<file path="config.mk">
export PLATFORM = sky130hd
export DESIGN_NAME = udcPair
export DESIGN_NICKNAME = d
export VERILOG_FILES = /design/src/rtl/udcPkg.sv /design/src/rtl/udcCell.sv /design/src/rtl/udcData.sv /design/src/rtl/udcCtrl.sv /design/src/rtl/udcPair.sv
export SDC_FILE = /design/constraint.sdc
export NUM_CORES = 1
export LEC_CHECK = 0
export CAP_MARGIN = 20
export CELL_PAD_IN_SITES_DETAIL_PLACEMENT = 1
export CELL_PAD_IN_SITES_GLOBAL_PLACEMENT = 2
export CORE_ASPECT_RATIO = 1.4
export CORE_UTILIZATION = 39
export CTS_CLUSTER_SIZE = 30
export DETAILED_ROUTE_END_ITERATION = 16
export DONT_BUFFER_PORTS = 1
export GPL_TIMING_DRIVEN = 1
export PLACE_DENSITY_LB_ADDON = 0.1
export SYNTH_ARGS = -nofsm -noshare
export SYNTH_HDL_FRONTEND = slang
export SYNTH_SLANG_ARGS = --single-unit
</file>
<file path="constraint.sdc">
create_clock -name clk -period 3.41 [get_ports clk]
set_input_delay 0.1705 -clock clk [delete_from_list [all_inputs] [get_ports clk]]
set_output_delay 0.1705 -clock clk [all_outputs]
set_load 0.02 [all_outputs]
</file>
<file path="src/rtl/udcPkg.sv">
package udcPkg;
  localparam int NCH = 2;

  typedef struct packed {
    logic           chain;
    logic [NCH-1:0] up;
    logic [NCH-1:0] dn;
    logic [NCH-1:0] clr;
  } udcStrobe_t;
endpackage

</file>
<file path="src/rtl/udcCell.sv">
module udcCell #(
  parameter int W = 8
) (
  input  logic         clk,
  input  logic         rstN,
  input  logic         clr,
  input  logic         inc,
  input  logic         dec,
  output logic [W-1:0] q
);
  always_ff @(posedge clk or negedge rstN) begin
    if (!rstN)    q <= '0;
    else if (clr) q <= '0;
    else if (inc) q <= q + 1'b1;
    else if (dec) q <= q - 1'b1;
  end

  assert_clr_wins_R10: assert property (@(posedge clk) disable iff (!rstN)
    clr |=> (q == '0));
endmodule

</file>
<file path="src/rtl/udcData.sv">
module udcData
  import udcPkg::*;
#(
  parameter int CNT_W = 8
) (
  input  logic             clk,
  input  logic             rstN,
  input  udcStrobe_t       strb,
  output logic [CNT_W-1:0] cntLo,
  output logic [CNT_W-1:0] cntHi
);
  logic carryUp, carryDn, hiInc, hiDec, hiClr;

  always_comb begin
    carryUp = strb.chain && strb.up[0] && (&cntLo);
    carryDn = strb.chain && strb.dn[0] && (cntLo == '0);
    hiInc   = strb.chain ? carryUp   : strb.up[1];
    hiDec   = strb.chain ? carryDn   : strb.dn[1];
    hiClr   = strb.chain ? strb.clr[0] : strb.clr[1];
  end

  udcCell #(.W(CNT_W)) u_lo (
    .clk(clk), .rstN(rstN), .clr(strb.clr[0]),
    .inc(strb.up[0]), .dec(strb.dn[0]), .q(cntLo)
  );

  udcCell #(.W(CNT_W)) u_hi (
    .clk(clk), .rstN(rstN), .clr(hiClr),
    .inc(hiInc), .dec(hiDec), .q(cntHi)
  );

  assert_idle_hold_R3: assert property (@(posedge clk) disable iff (!rstN)
    (strb.up == '0 && strb.dn == '0 && strb.clr == '0) |=> ($stable(cntLo) && $stable(cntHi)));

  assert_wrap_lo_R3: assert property (@(posedge clk) disable iff (!rstN)
    (strb.up[0] && !strb.clr[0] && (&cntLo)) |=> (cntLo == '0));

  assert_carry_R8: assert property (@(posedge clk) disable iff (!rstN)
    (strb.chain && strb.up[0] && !strb.clr[0] && (&cntLo)) |=> (cntHi == $past(cntHi) + 1'b1));
endmodule

</file>
<file path="src/rtl/udcCtrl.sv">
module udcCtrl
  import udcPkg::*;
#(
  parameter int DIV_FAST = 2,
  parameter int DIV_SLOW = 8
) (
  input  logic                 clk,
  input  logic                 rstN,
  input  logic                 busWe,
  input  logic [1:0]           busAddr,
  input  logic [7:0]           busWdata,
  input  logic [NCH-1:0]       upEvt,
  input  logic [NCH-1:0]       downEvt,
  output udcStrobe_t           strb,
  output logic [NCH-1:0][7:0]  hiView,
  output logic [NCH-1:0]       irq
);
  localparam int DW = $clog2(DIV_SLOW);
  localparam int FW = $clog2(DIV_FAST);

  logic [DW-1:0]  divQ;
  logic           tickFast, tickSlow;
  logic [NCH-1:0] modeQ, flagQ, ienQ, selQ, dirUpQ;
  logic [NCH-1:0] active, tick, cntEvt, dirChange, hiWr, loWr;

  always_ff @(posedge clk or negedge rstN) begin
    if (!rstN) divQ <= '0;
    else       divQ <= divQ + 1'b1;
  end

  assign tickFast = &divQ[FW-1:0];
  assign tickSlow = &divQ;

  for (genvar c = 0; c < NCH; c++) begin : g_ch
    assign active[c]    = !(modeQ[0] && (c != 0));
    assign tick[c]      = selQ[c] ? tickSlow : tickFast;
    assign cntEvt[c]    = active[c] && tick[c] && (upEvt[c] ^ downEvt[c]);
    assign dirChange[c] = cntEvt[c] && (upEvt[c] != dirUpQ[c]);
    assign hiWr[c]      = busWe && (busAddr == 2'(2 * c + 1));
    assign loWr[c]      = busWe && (busAddr == 2'(2 * c));

    always_ff @(posedge clk or negedge rstN) begin
      if (!rstN) begin
        modeQ[c]  <= 1'b0;
        flagQ[c]  <= 1'b0;
        ienQ[c]   <= 1'b0;
        selQ[c]   <= 1'b0;
        dirUpQ[c] <= 1'b0;
      end else begin
        if (dirChange[c])                  flagQ[c] <= 1'b1;
        else if (hiWr[c] && !busWdata[6])  flagQ[c] <= 1'b0;
        if (cntEvt[c]) dirUpQ[c] <= upEvt[c];
        if (hiWr[c]) begin
          modeQ[c] <= busWdata[7];
          ienQ[c]  <= busWdata[5];
          selQ[c]  <= busWdata[4];
        end
      end
    end

    assign strb.up[c]  = cntEvt[c] && upEvt[c];
    assign strb.dn[c]  = cntEvt[c] && !upEvt[c];
    assign strb.clr[c] = loWr[c] && !busWdata[3] && active[c];
    assign hiView[c]   = {modeQ[c], flagQ[c], ienQ[c], selQ[c], 4'b0000};
    assign irq[c]      = flagQ[c] && ienQ[c];

    assert_up_after_down_R4: assert property (@(posedge clk) disable iff (!rstN)
      (cntEvt[c] && upEvt[c] && !dirUpQ[c]) |=> flagQ[c]);

    assert_flag_sticky_R5: assert property (@(posedge clk) disable iff (!rstN)
      (flagQ[c] && !(hiWr[c] && !busWdata[6])) |=> flagQ[c]);

    assert_flag_clear_R6: assert property (@(posedge clk) disable iff (!rstN)
      (hiWr[c] && !busWdata[6] && !dirChange[c]) |=> !flagQ[c]);

    assert_irq_drop_R7: assert property (@(posedge clk) disable iff (!rstN)
      (hiWr[c] && !busWdata[5]) |=> !irq[c]);
  end

  assign strb.chain = modeQ[0];

  assert_tick_sparse_R2: assert property (@(posedge clk) disable iff (!rstN)
    tickSlow |=> !tickSlow);

  assert_chain_quiet_R9: assert property (@(posedge clk) disable iff (!rstN)
    modeQ[0] |-> (strb.up[1] == 1'b0 && strb.dn[1] == 1'b0 && strb.clr[1] == 1'b0));
endmodule

</file>
<file path="src/rtl/udcPair.sv">
module udcPair
  import udcPkg::*;
#(
  parameter int CNT_W    = 8,
  parameter int DIV_FAST = 2,
  parameter int DIV_SLOW = 8
) (
  input  logic             clk,
  input  logic             rstN,
  input  logic             busWe,
  input  logic [1:0]       busAddr,
  input  logic [7:0]       busWdata,
  output logic [7:0]       busRdata,
  input  logic [1:0]       upEvt,
  input  logic [1:0]       downEvt,
  output logic [CNT_W-1:0] cntLo,
  output logic [CNT_W-1:0] cntHi,
  output logic [1:0]       irq
);
  localparam logic [7:0] LO_VIEW = 8'h08;

  udcStrobe_t           strb;
  logic [NCH-1:0][7:0]  hiView;

  udcCtrl #(.DIV_FAST(DIV_FAST), .DIV_SLOW(DIV_SLOW)) u_ctrl (
    .clk(clk), .rstN(rstN), .busWe(busWe), .busAddr(busAddr),
    .busWdata(busWdata), .upEvt(upEvt), .downEvt(downEvt),
    .strb(strb), .hiView(hiView), .irq(irq)
  );

  udcData #(.CNT_W(CNT_W)) u_data (
    .clk(clk), .rstN(rstN), .strb(strb), .cntLo(cntLo), .cntHi(cntHi)
  );

  always_comb begin
    if (!busAddr[0]) busRdata = LO_VIEW;
    else             busRdata = hiView[busAddr[1]];
  end
endmodule

</file>
# Yosys cells after proc, flatten, opt, wreduce, memory -nomap -nowiden
# Index checks and enable logic that the tools add are counted.
# word_totals
word_cells	81
regBits	29
out_inout_bits	26
# op_classes
reduce_logical	37
n_eq_ne	5
muxes	18
n_lt_le_gt_ge	1
bitwise	2
n_addsub	5
# ops
operator	count
8-bit 2-to-1 mux	9
1-bit logical AND	24
8-bit by 1-bit adder with 8-bit output, second input constant	2
8-bit by 1-bit subtractor with 8-bit output, second input constant	2
1-bit 2-to-1 mux	9
8-bit logical NOT	1
8-bit AND reduction	1
3-bit nonzero test	2
1-bit logical NOT	5
2-bit == test, second input constant	2
2-bit nonzero test	2
3-bit by 1-bit adder with 3-bit output, second input constant	1
3-bit AND reduction	1
2-bit by 1-bit == test with 1-bit output, second input constant	1
2-bit logical NOT	1
1-bit by 2-bit < comparator with 1-bit output, second input constant	1
1-bit != test	2
1-bit XOR	2

# Longest topological paths before layout
# Gate-level depths: netlist of the first run.
# depth
ltp_word	10
depth_mapped	12
mapped_depth_nobuf	12

# By module
# From an unflattened synthesis of the first run, not the netlist that was laid out.
# hier_totals
cells_unflattened	244
hier_area_um2	2294.7
# modules_own_cells
module	n_inst	seq_area_each_um2	area_per_inst_um2	cells_each
udcCtrl	1	325.3	719.4	65
udcCell (u_data.u_hi)	1	200.2	679.4	75
udcCell (u_data.u_lo)	1	200.2	668.1	76
udcPair	1	0.0	138.9	17
udcData	1	0.0	88.8	11

# Worst setup path before layout of the first run
# No wires, ideal clock.
# synth_timing
path_type	flip-flop to flip-flop
startpoint	register u_ctrl.divQ[0]
endpoint	register u_data.u_hi.q[5]
arrival_ps	2634
slack_ps	657
n_path_buf	0
required_ps	3291
stages_incl_launch_ff	13
path_cell_list	dfrtp_1 -> ha_1 -> ha_1 -> mux2i_1 -> nor3b_4 -> a22oi_4 -> ha_1 -> a211oi_1 -> o21bai_1 -> a21oi_1 -> xor2_1 -> o21ai_2 -> o21a_1
# synth_between
elab_chain_cells	9
elab_cells_between_ends	19
cone_classes	6 x mux; 13 x reduce/logical
# synth_rtl
item	line_no	rtl
from (decl)	udcCtrl.sv:21	logic [DW-1:0] divQ;
from (signal assigned)	udcCtrl.sv:28	else divQ <= divQ + 1'b1;
3-bit AND reduction	udcCtrl.sv:32	assign tickSlow = &divQ;
1-bit 2-to-1 mux	udcCtrl.sv:36	assign tick[c] = selQ[c] ? tickSlow : tickFast;
1-bit logical AND	udcCtrl.sv:37	assign cntEvt[c] = active[c] && tick[c] && (upEvt[c] ^ downEvt[c]);
1-bit logical AND	udcCtrl.sv:61	assign strb.up[c] = cntEvt[c] && upEvt[c];
1-bit logical AND (2 in series)	udcData.sv:15	carryUp = strb.chain && strb.up[0] && (&cntLo);
1-bit 2-to-1 mux	udcData.sv:17	hiInc = strb.chain ? carryUp : strb.up[1];
8-bit 2-to-1 mux	udcCell.sv:14	else if (inc) q <= q + 1'b1;
8-bit 2-to-1 mux	udcCell.sv:13	else if (clr) q <= '0;
to (signal assigned)	udcCell.sv:14	
to (signal assigned)	udcCell.sv:15	else if (dec) q <= q - 1'b1;
to (decl)	udcCell.sv:9	output logic [W-1:0] q
# Several ways; a longest one is shown, not always the timed one.
# A chain may end at the register's enable or synchronous reset.

# Final worst setup path of the first run
# layout_timing
startpoint	register u_ctrl.divQ[0]
endpoint	register u_data.u_hi.q[6]
# Same word-level chain as after synthesis.

==> metrics, run 1 <==
outcome completed; Min-Delay Path Class primary input to flip-flop; fin. max-slew vios 0; Most used DFF post-synth dfrtp_1; Slew @ Worst Pin a little under 0.7 ns; clk buf depth 2; CP bufs+invs 1; number of synthesized register bits 29; commonest non-fill, non-tap cell in the layout dfrtp_1; post-synthesis async set-or-reset flop share 100%; period utilization approximately nine tenths; DP Area around 2100 um^2; nets 254; post-layout util between 40 and 50%; register area share after synthesis a little over a third; CTS Buf Count 5; Post-Syn Area just over 2000 um^2; Post-synth EDFFs 0; Clk Latency, worst-skew pair about 0.29 ns; CP delay by family, top compound AO/OA/AOI/OAI gates; number of global-route vias before repair 1754; clk_skew between 0.006 and 0.007 ns; Reg clk slew, reported paths ~0.07 ns; Cells after Synth 210; Synth area leaders dfrtp_1 35%, ha_1 8.5%, mux2i_1 4.4%, nor2_1 4.2%, mux2_2 3.8%; die width 63.4 um; total power between 1.5 and 2 mW; # clock sinks 29; H-tree levels 2; r2r startpoint u_ctrl.divQ[0]; initial antenna violation count 0; port buffer count 0; slowest cell delay on critical path ~0.42 ns; WHS Endpoint u_ctrl.dirUpQ[1]; CP arrival 3.29 ns; WP depth 13; Fmax approximately 320 MHz; WP data required ~3.6 ns; Critical Path Slowest Stage Cell fa_1; r2r setup slk slightly below 0.3 ns; Non-Filler Instances 286; final instance area between 2000 and 2500 um^2; CP dominant cell by count ha_1; Placement Rows 30; Routed Antenna Nets 0; mean area per synthesized cell about 9.8 um^2; crit path time final 3.12 ns; CTS tree built; DR WL met2 about 2700 um; Routed WL per cell between 15 and 20 um; Vias 1599; Hold Path Depth 2; number of remaining DRC errors 0; FF-to-FF path depth 13; kind of critical path flip-flop to flip-flop; Placement Setup Slack approximately 0.23 ns; worst-path maximum fanout 7; Vias/cell approximately 5.6; First-pass DRT Iterations 4; Finish-stage setup viols 0; Worst Setup SP u_ctrl.divQ[0]; Root Driver clkbuf_8; peak supply drop ~0.33 mV; Power Dens Cells 842 nW/um^2; Filler Cells Inserted about 600; total of warnings raised by yosys 0; wire length on met1 approximately 1700 um; synth unique cells 48; initial drt markers 28; met3 WL about 260 um; Hold Fails Final Rpt 0; share of post-route cells with drive strength above 1 between 15 and 20%; global-route wire length before repair a little over 8000 um; critical path cell sequence ha_1 > ha_1 > mux2i_1 > nor3b_4 > a22oi_4 > buf_4 > fa_1 > a211oi_1 > o21bai_1 > a21oi_1 > xor2_1 > o21ai_2 > o21a_1; top-area cell type share of the netlist area 35.2%; setup TNS 0 ns; Routed WL ~4700 um; PnR worst setup slack 0.291 ns; Area growth syn-to-layout 10.7%; CP Capture Type flip-flop; LEAKAGE ~1.0 nW; I/O Pins 43; Max-Cap Viols 0; Total Routing Usage GR about a fifth; dpl hpwl approximately 3700 um; starting density of the core between 40% and 50%; Die Footprint about 5600 um^2; largest area contributor in the netlist dfrtp_1; worst hold slack roughly 0.024 ns; largest net degree at the start of global routing 30; # diodes 0; Hold Crit Start upEvt[1]; die height between 80 and 90 um; GPL Wtd Cong ~0.76; FF-to-FF End u_data.u_hi.q[6]; core box area roughly 5000 um^2; placed cell count around 270; commonest cells after routing, fill and taps aside 29 x dfrtp_1, 23 x nor2_1, 15 x a21oi_1, 14 x ha_1, 12 x o21ai_0; CP startpoint kind flip-flop; Slew headroom between 50% and 60%; top sig layer met4; Congestion Overflow GR 0; unrepaired setup endpoints after global routing no
[metal layers]
| metal | up-vias | global-route usage (%) |
|---|---|---|
| met5 | - | 0 |
| met4 | 0 | 7.44 |
| met3 | 8 | 5.99 |
| met2 | 31 | 36.8 |
| met1 | 794 | 18.3 |
| li1 | 766 | - |
[how the worst max path moves through the flow]
| stage | to |
|---|---|
| 6_report | u_data.u_hi.q[6] |
| 5_1_grt | u_data.u_lo.q[7] |
| 4_1_cts | u_data.u_lo.q[7] |
| 3_5_place_dp | u_data.u_lo.q[7] |
| 3_3_place_gp | u_data.u_lo.q[7] |
| 2_1_floorplan | u_data.u_hi.q[5] |
[cells by family (layout without fill, tap and decap cells)]
group           count (synthesis)  after routing  share of synthesized area (%)
compound gates                 56             56                           17.9
buf+inv                        15             25                           4.13
other cells                     1              3                          0.182
flops                          29             29                           35.2
xor+xnor                       11             11                           5.04
mux                            18             18                           9.29
simple gates                   64             64                           17.9
fa+ha+maj                      16             16                           10.4
[worst register-to-register path, delay by kind of cell (launching register included)]
family                   cells  cell delay [ns]
AO/OA/AOI/OAI                6             0.89
XOR/XNOR                     1             0.21
adder cells (fa/ha/maj)      3             0.77
buffers and inverters        1             0.18
flip-flops                   1             0.40
multiplexers                 1             0.15
AND/OR/NAND/NOR              1             0.39
[cells in the mapped netlist, drive strengths merged (4+ instances only)]
library cell  instances
o21ai                19
inv                   8
o31ai                 4
nor3                  5
nor2b                 5
dfrtp                29
o21a                  4
buf                   7
a21oi                15
xor2                  7
nor2                 25
ha                   14
nor4b                 4
mux2                  9
xnor2                 4
mux2i                 9
nand2                11
[where the power goes]
group | leakage (nW) | switching, mW | internal (mW)
logic | 0.611 | 0.487 | 0.407
registers | 0.341 | 0.252 | 0.454
clock network | 0.0542 | 0.138 | 0.182
[flip-flops by register name, summed over array words and instances (netlist names)]
signal         flops
u_ctrl.dirUpQ      2
u_data.u_hi.q      8
u_data.u_lo.q      8
u_ctrl.hiView      8
u_ctrl.divQ        3
[timing repair]
action	4_1_cts	5_1_grt
resized for setup	0	3
setup buffers	0	5
setup endpoints to repair	0	2
hold buffers	2	0
hold endpoints to repair	29	0
[layout make-up]
type	instances	area, um^2	share of cell area [%]
clock inverters	1	5.00	0.219
multi-input cells	168	1260	55.3
well taps	64	80.1	3.51
inverters	8	30.0	1.32
clock buffers	7	96.3	4.22
flip-flops and latches	29	726	31.8
repair buffers	9	82.6	3.62
Note: power is estimated with default switching activity, not from simulation.
==> run 2, diff against run 1 <==
==> constraint.sdc (replaced) <==
create_clock -name clk -period 3.41 [get_ports clk]
set_input_delay 0.682 -clock clk [delete_from_list [all_inputs] [get_ports clk]]
set_output_delay 0.682 -clock clk [all_outputs]
set_load 0.02 [all_outputs]
==> run 2 against run 1 <==
- sequential cell count did not move
- core utilization fell by 1.0 points
- clock power is 13% lower
- cell count fell by 0.70%
- worst hold slack better by 0.063 ns
- critical path type unchanged
- combinational power down 2%
- first-iteration DRC count is 43% lower
- critical endpoint is now u_data.u_lo.q[7]
- non-clock buffer count is 2 lower
- count of clock-buffer cells in the layout down 2
- critical path depth is 1 lower
- die area stayed put
- clock skew barely moved
==> metrics, run 2 (synthesis gave the netlist of run 1 again) <==
outcome completed; CTS Buf Count 5; Finish-stage setup viols 0; Placement Setup Slack roughly 0.22 ns; slowest cell delay on critical path slightly above 0.4 ns; I/O Pins 43; commonest cells after routing, fill and taps aside 29 x dfrtp_1, 23 x nor2_1, 15 x a21oi_1, 14 x ha_1, 13 x o21ai_0; starting density of the core roughly two fifths; post-layout util 45.1%; fin. max-slew vios 0; CP delay by family, top compound AO/OA/AOI/OAI gates; kind of critical path flip-flop to flip-flop; Vias around 1600; initial drt markers 16; placed cell count between 200 and 300; initial antenna violation count 0; CTS tree built; Hold Fails Final Rpt 0; worst-path maximum fanout 6; Total Routing Usage GR a little under a fifth; Slew headroom ~55%; Routed Antenna Nets 0; die width roughly 63 um; CP bufs+invs 1; hold-fix buffers at CTS 0; # diodes 0; First-pass DRT Iterations 4; critical path cell sequence ha_1 > ha_1 > mux2i_1 > nor3b_4 > inv_1 > ha_1 > a211oi_1 > o21ai_0 > o31ai_1 > mux2i_1 > xor2_1 > nor2_1; number of global-route vias before repair 1767; share of post-route cells with drive strength above 1 around 16%; dpl hpwl around 3800 um; global-route wire length before repair a little over 8000 um; Power Dens Cells 837 nW/um^2; Placement Rows 30; CP arrival ~3.3 ns; Min-Delay Path Class primary input to async pin; Die Footprint between 5000 and 6000 um^2; period utilization a little over 90%; commonest non-fill, non-tap cell in the layout dfrtp_1; CP startpoint kind flip-flop; H-tree levels 2; Fmax between 300 and 400 MHz; CP dominant cell by count ha_1; nets between 200 and 300; Max-Cap Viols 0; LEAKAGE a little under 1 nW; Reg clk slew, reported paths roughly 0.070 ns; Critical Path Slowest Stage Cell dfrtp_1; PnR worst setup slack roughly 0.27 ns; clk_skew 0.00634 ns; Vias/cell about 5.6; clk buf depth 2; peak supply drop between 0.3 and 0.4 mV; number of remaining DRC errors 0; Routed WL ~4800 um; Root Driver clkbuf_8; # clock sinks 29; Routed WL per cell ~17 um; crit path time final roughly 3.1 ns; Non-Filler Instances 284; port buffer count 0; Clk Latency, worst-skew pair about 0.28 ns; WP data required around 3.6 ns; GPL Wtd Cong roughly 0.78; Slew @ Worst Pin 0.682 ns; Congestion Overflow GR 0; Area growth syn-to-layout 8.32%; core box area 4950 um^2; CP Capture Type flip-flop; die height ~90 um; largest net degree at the start of global routing 30
==> run 2: cell types whose count changed in the layout (fill, tap and decap cells not counted), sizes merged <==
| cell | previous run | this run |
|---|---|---|
| buf | 8 | 7 |
| clkbuf | 7 | 5 |
| clkinv | 1 | 2 |
| clkinvlp | 0 | 1 |
| dlygate4sd3 | 1 | 0 |
==> run 2: path summary, 6_finish.rpt <==
path	end	startpoint	cells after the start	slack, ns
hold / removal	u_ctrl.hiView[5]	rstN	0	0.09
setup / recovery	u_data.u_lo.q[7]	u_ctrl.divQ[0]	12	0.27
min in group clk	u_ctrl.divQ[1]	u_ctrl.divQ[1]	1	0.49
hold reg to reg	u_ctrl.divQ[1]	u_ctrl.divQ[1]	1	0.49
setup reg to reg	u_data.u_lo.q[7]	u_ctrl.divQ[0]	12	0.27
max in group asynchronous	u_data.u_hi.q[5]	rstN	0	3.24
==> run 2: final cells by class <==
class	count	area (um^2)
Sequential cell	29	726
Inverter	8	30.0
Clock buffer	5	68.8
Timing Repair Buffer	7	52.6
Tap cell	64	80.1
Fill cell	595	2720
Clock inverter	3	17.5
Multi-Input combinational cell	168	1260
==> run 2: metal layers <==
layer  vias to the layer above  global-route usage, %  wire length (um)
met5                         -                      0                 0
met4                         0                   5.37                38
met3                         4                   6.25               263
met2                        30                   37.0              2710
met1                       786                   19.2              1790
li1                        762                      -                 -
==> run 2: through the flow <==
| step | instance area (um^2) | TNS, ns | hold WS, ns | power (mW) |
|---|---|---|---|---|
| floorplan | 2070 | 0 | 0.386 | 1.40 |
| global placement | 2110 | 0 | 0.387 | 1.54 |
| detailed placement | 2110 | 0 | 0.388 | 1.60 |
| CTS | 2190 | 0 | 0.0785 | 1.89 |
| global route | 2230 | -0.0108 | 0.0629 | 2.04 |
| finish | 2230 | 0 | 0.0869 | 1.87 |
==> run 2: what timing repair did <==
| item | 4_1_cts | 5_1_grt |
|---|---|---|
| resized for setup | 0 | 0 |
| setup endpoints to repair | 0 | 3 |
| setup buffers | 0 | 5 |
==> run 2: worst reg2reg max path, stage by stage, from the launching register on <==
cell and delay, ns:
dfrtp_1 0.41, ha_1 0.18, ha_1 0.18, mux2i_1 0.15
nor3b_4 0.36, inv_1 0.21, ha_1 0.33, a211oi_1 0.22
o21ai_0 0.20, o31ai_1 0.30, mux2i_1 0.26, xor2_1 0.16
nor2_1 0.05
==> run 2: power breakdown <==
part	switching [mW]	internal [mW]
logic	0.479	0.398
clock network	0.137	0.140
registers	0.259	0.454
total	0.875	0.993
==> run 3, diff against run 2 <==
--- a/config.mk
+++ b/config.mk
@@ -15,6 +15,8 @@
 export DONT_BUFFER_PORTS = 1
 export GPL_TIMING_DRIVEN = 1
 export PLACE_DENSITY_LB_ADDON = 0.1
+export SLEW_MARGIN = 0
 export SYNTH_ARGS = -nofsm -noshare
 export SYNTH_HDL_FRONTEND = slang
+export SYNTH_HIERARCHICAL = 1
 export SYNTH_SLANG_ARGS = --single-unit
==> run 3 against run 2 <==
- core utilization is 0.76 points lower
- area after synthesis is 11% higher
- count of clock-buffer cells in the layout stayed put
- via count is 17% higher
- wire length is 14% higher
- die area is 11% higher
- highest routed layer unchanged
- clock skew is 0.0019 ns higher
- final area is 11% higher
- critical path depth stayed put
- sequential share of layout area is 3.3 points lower
==> metrics, run 3 <==
Synth area leaders dfrtp_1 32%, ha_1 7.6%, mux2i_1 4.4%, nor2b_1 3.8%, mux2_2 3.4%; Filler Cells Inserted around 680; Finish-stage setup viols 0; First-pass DRT Iterations 4; CTS tree built; largest net degree at the start of global routing 30; Min-Delay Path Class primary input to async pin; Vias between 1500 and 2000; Reg clk slew, reported paths 0.07 ns; CP Capture Type flip-flop; starting density of the core roughly two fifths; placed cell count roughly 310; Congestion Overflow GR 0; dpl hpwl about 4000 um; Root Driver clkbuf_8; clk_skew 0.00823 ns; fin. max-slew vios 0; core box area ~5600 um^2; kind of critical path flip-flop to flip-flop; number of remaining DRC errors 0; mean area per synthesized cell roughly 9.4 um^2; period utilization 90.3%; largest area contributor in the netlist dfrtp_1; Cells after Synth ~240; number of global-route vias before repair 1931; # diodes 0; most common cell in the synthesized netlist dfrtp_1; CP arrival ~3.3 ns; Placement Rows 32; port buffer count 0; LEAKAGE between 1 and 1.5 nW; Non-Filler Instances between 300 and 400; CTS Buf Count 5; hold-fix buffers at CTS 0; Fmax around 320 MHz; nets 283; I/O Pins 43; crit path time final between 3 and 4 ns; setup TNS 0 ns; share of post-route cells with drive strength above 1 13.9%; outcome completed; initial antenna violation count 0; commonest cells after routing, fill and taps aside 29 x dfrtp_1, 15 x nor2_1, 14 x nor2b_1, 14 x inv_1, 14 x ha_1; Routed Antenna Nets 0; register area share after synthesis a little under a third; Clk Latency, worst-skew pair a little under 0.3 ns; Routed WL roughly 5500 um; CP startpoint kind flip-flop; global-route wire length before repair 9320 um; initial drt markers 25; Post-Syn Area approximately 2300 um^2; Max-Cap Viols 0; GPL Wtd Cong 0.755; Routed WL per cell between 15 and 20 um; Die Footprint 6200 um^2; number of synthesized register bits 29; Area growth syn-to-layout 8.18%; unrepaired setup endpoints after global routing no; synth unique cells 56; die width 66.8 um; # clock sinks 29; Post-synth top cells 29 x dfrtp_1, 15 x inv_1, 15 x nor2_1, 14 x ha_1, 14 x nor2b_1; Post-synth EDFFs 0; Most used DFF post-synth dfrtp_1; commonest non-fill, non-tap cell in the layout dfrtp_1; post-synthesis async set-or-reset flop share between 90% and 100%; Power Dens Cells ~810 nW/um^2; peak supply drop 0.390 mV; total of warnings raised by yosys 6; die height between 90 and 100 um; clk buf depth 2; WP data required 3.60 ns; top-area cell type share of the netlist area 31.6%; Total Routing Usage GR just under 20%; Hold Fails Final Rpt 0; H-tree levels 2; Vias/cell 5.78; worst-path maximum fanout 8
## run 3: cell types whose count changed after synthesis, sizes merged, moves of 5 or more
cell,change
a21oi,-7
buf,+7
inv,+7
nand3,+9
nor2,-10
nor2b,+9
nor3b,+6
o21ai,-15
or3,+5
xor2,-7
## run 3: power by group
part | switching (mW) | internal (mW)
registers | 0.244 | 0.443
logic | 0.465 | 0.407
clock network | 0.149 | 0.290
## run 3: critical path: stages (launching register included)
cell and delay [ns]:
dfrtp_1 0.38, ha_1 0.16, ha_1 0.16, mux2i_1 0.17
nor3b_2 0.26, nand4_1 0.11, o32ai_1 0.37, inv_2 0.18
ha_1 0.37, nor2b_1 0.16, o21a_1 0.22, o21a_1 0.19
o41ai_2 0.26
## run 3: metal layers
layer / share of wire (%) / GRT usage [%] / wire length (um)
met1: 42 / 23.8 / 2310
met2: 52 / 33.8 / 2830
met3: 4.3 / 4.56 / 235
met4: 1.5 / 6.74 / 80
met5: 0 / 0 / 0
## run 3: kinds of logic (layout without fill, tap and decap cells)
kind of cell / count (synthesis) / count (layout) / share of synthesized area [%]
multiplexers: 17 / 17 / 7.80
flip-flops: 29 / 29 / 31.6
AND/OR/NAND/NOR: 97 / 97 / 25.7
XOR/XNOR: 2 / 2 / 0.763
adder cells (fa/ha/maj): 16 / 16 / 9.38
AO/OA/AOI/OAI: 53 / 53 / 17.4
other: 1 / 8 / 0.163
buffers and inverters: 29 / 29 / 7.14
## run 3: what timing repair did
action                     4_1_cts  5_1_grt
setup buffers                    0        0
gates resized for setup          0        1
setup endpoints to repair        0        1
## run 3: final cells by class
cell class | count | area [um^2] | share of cell area (%)
Sequential cell | 29 | 726 | 29.2
Tap cell | 68 | 85.1 | 3.43
Timing Repair Buffer | 6 | 45.0 | 1.81
Clock inverter | 3 | 65.1 | 2.62
Clock buffer | 5 | 68.8 | 2.77
Inverter | 15 | 56.3 | 2.27
Multi-Input combinational cell | 193 | 1440 | 57.9
## run 3: path summary, 6_finish.rpt
kind,start,end,slack [ns],cells after the start
worst min-delay path,rstN,u_data/u_lo/q[6],0.08,0
worst max-delay path,u_ctrl/divQ[0],u_data/u_hi/q[4],0.33,12
worst max register to register,u_ctrl/divQ[0],u_data/u_hi/q[4],0.33,12
worst min register to register,u_ctrl/divQ[0],u_ctrl/divQ[0],0.47,1
min in group clk,u_ctrl/divQ[0],u_ctrl/divQ[0],0.47,1
max in group asynchronous,rstN,u_ctrl/hiView[14],3.24,0
## run 3: per-stage QoR
step / hold WS, ns / instance area, um^2 / setup slack, ns / power, mW / util [%]
final: 0.0836 / 2480 / 0.331 / 2.00 / 44.3
after detailed placement: 0.387 / 2350 / 0.253 / 1.56 / 41.9
after floorplan: 0.386 / 2330 / 0.191 / 1.37 / -
after CTS: 0.0704 / 2480 / 0.241 / 2.02 / 44.3
after global routing: 0.0647 / 2480 / 0.0489 / 2.17 / 44.3
after global placement: 0.387 / 2350 / 0.276 / 1.55 / 41.9
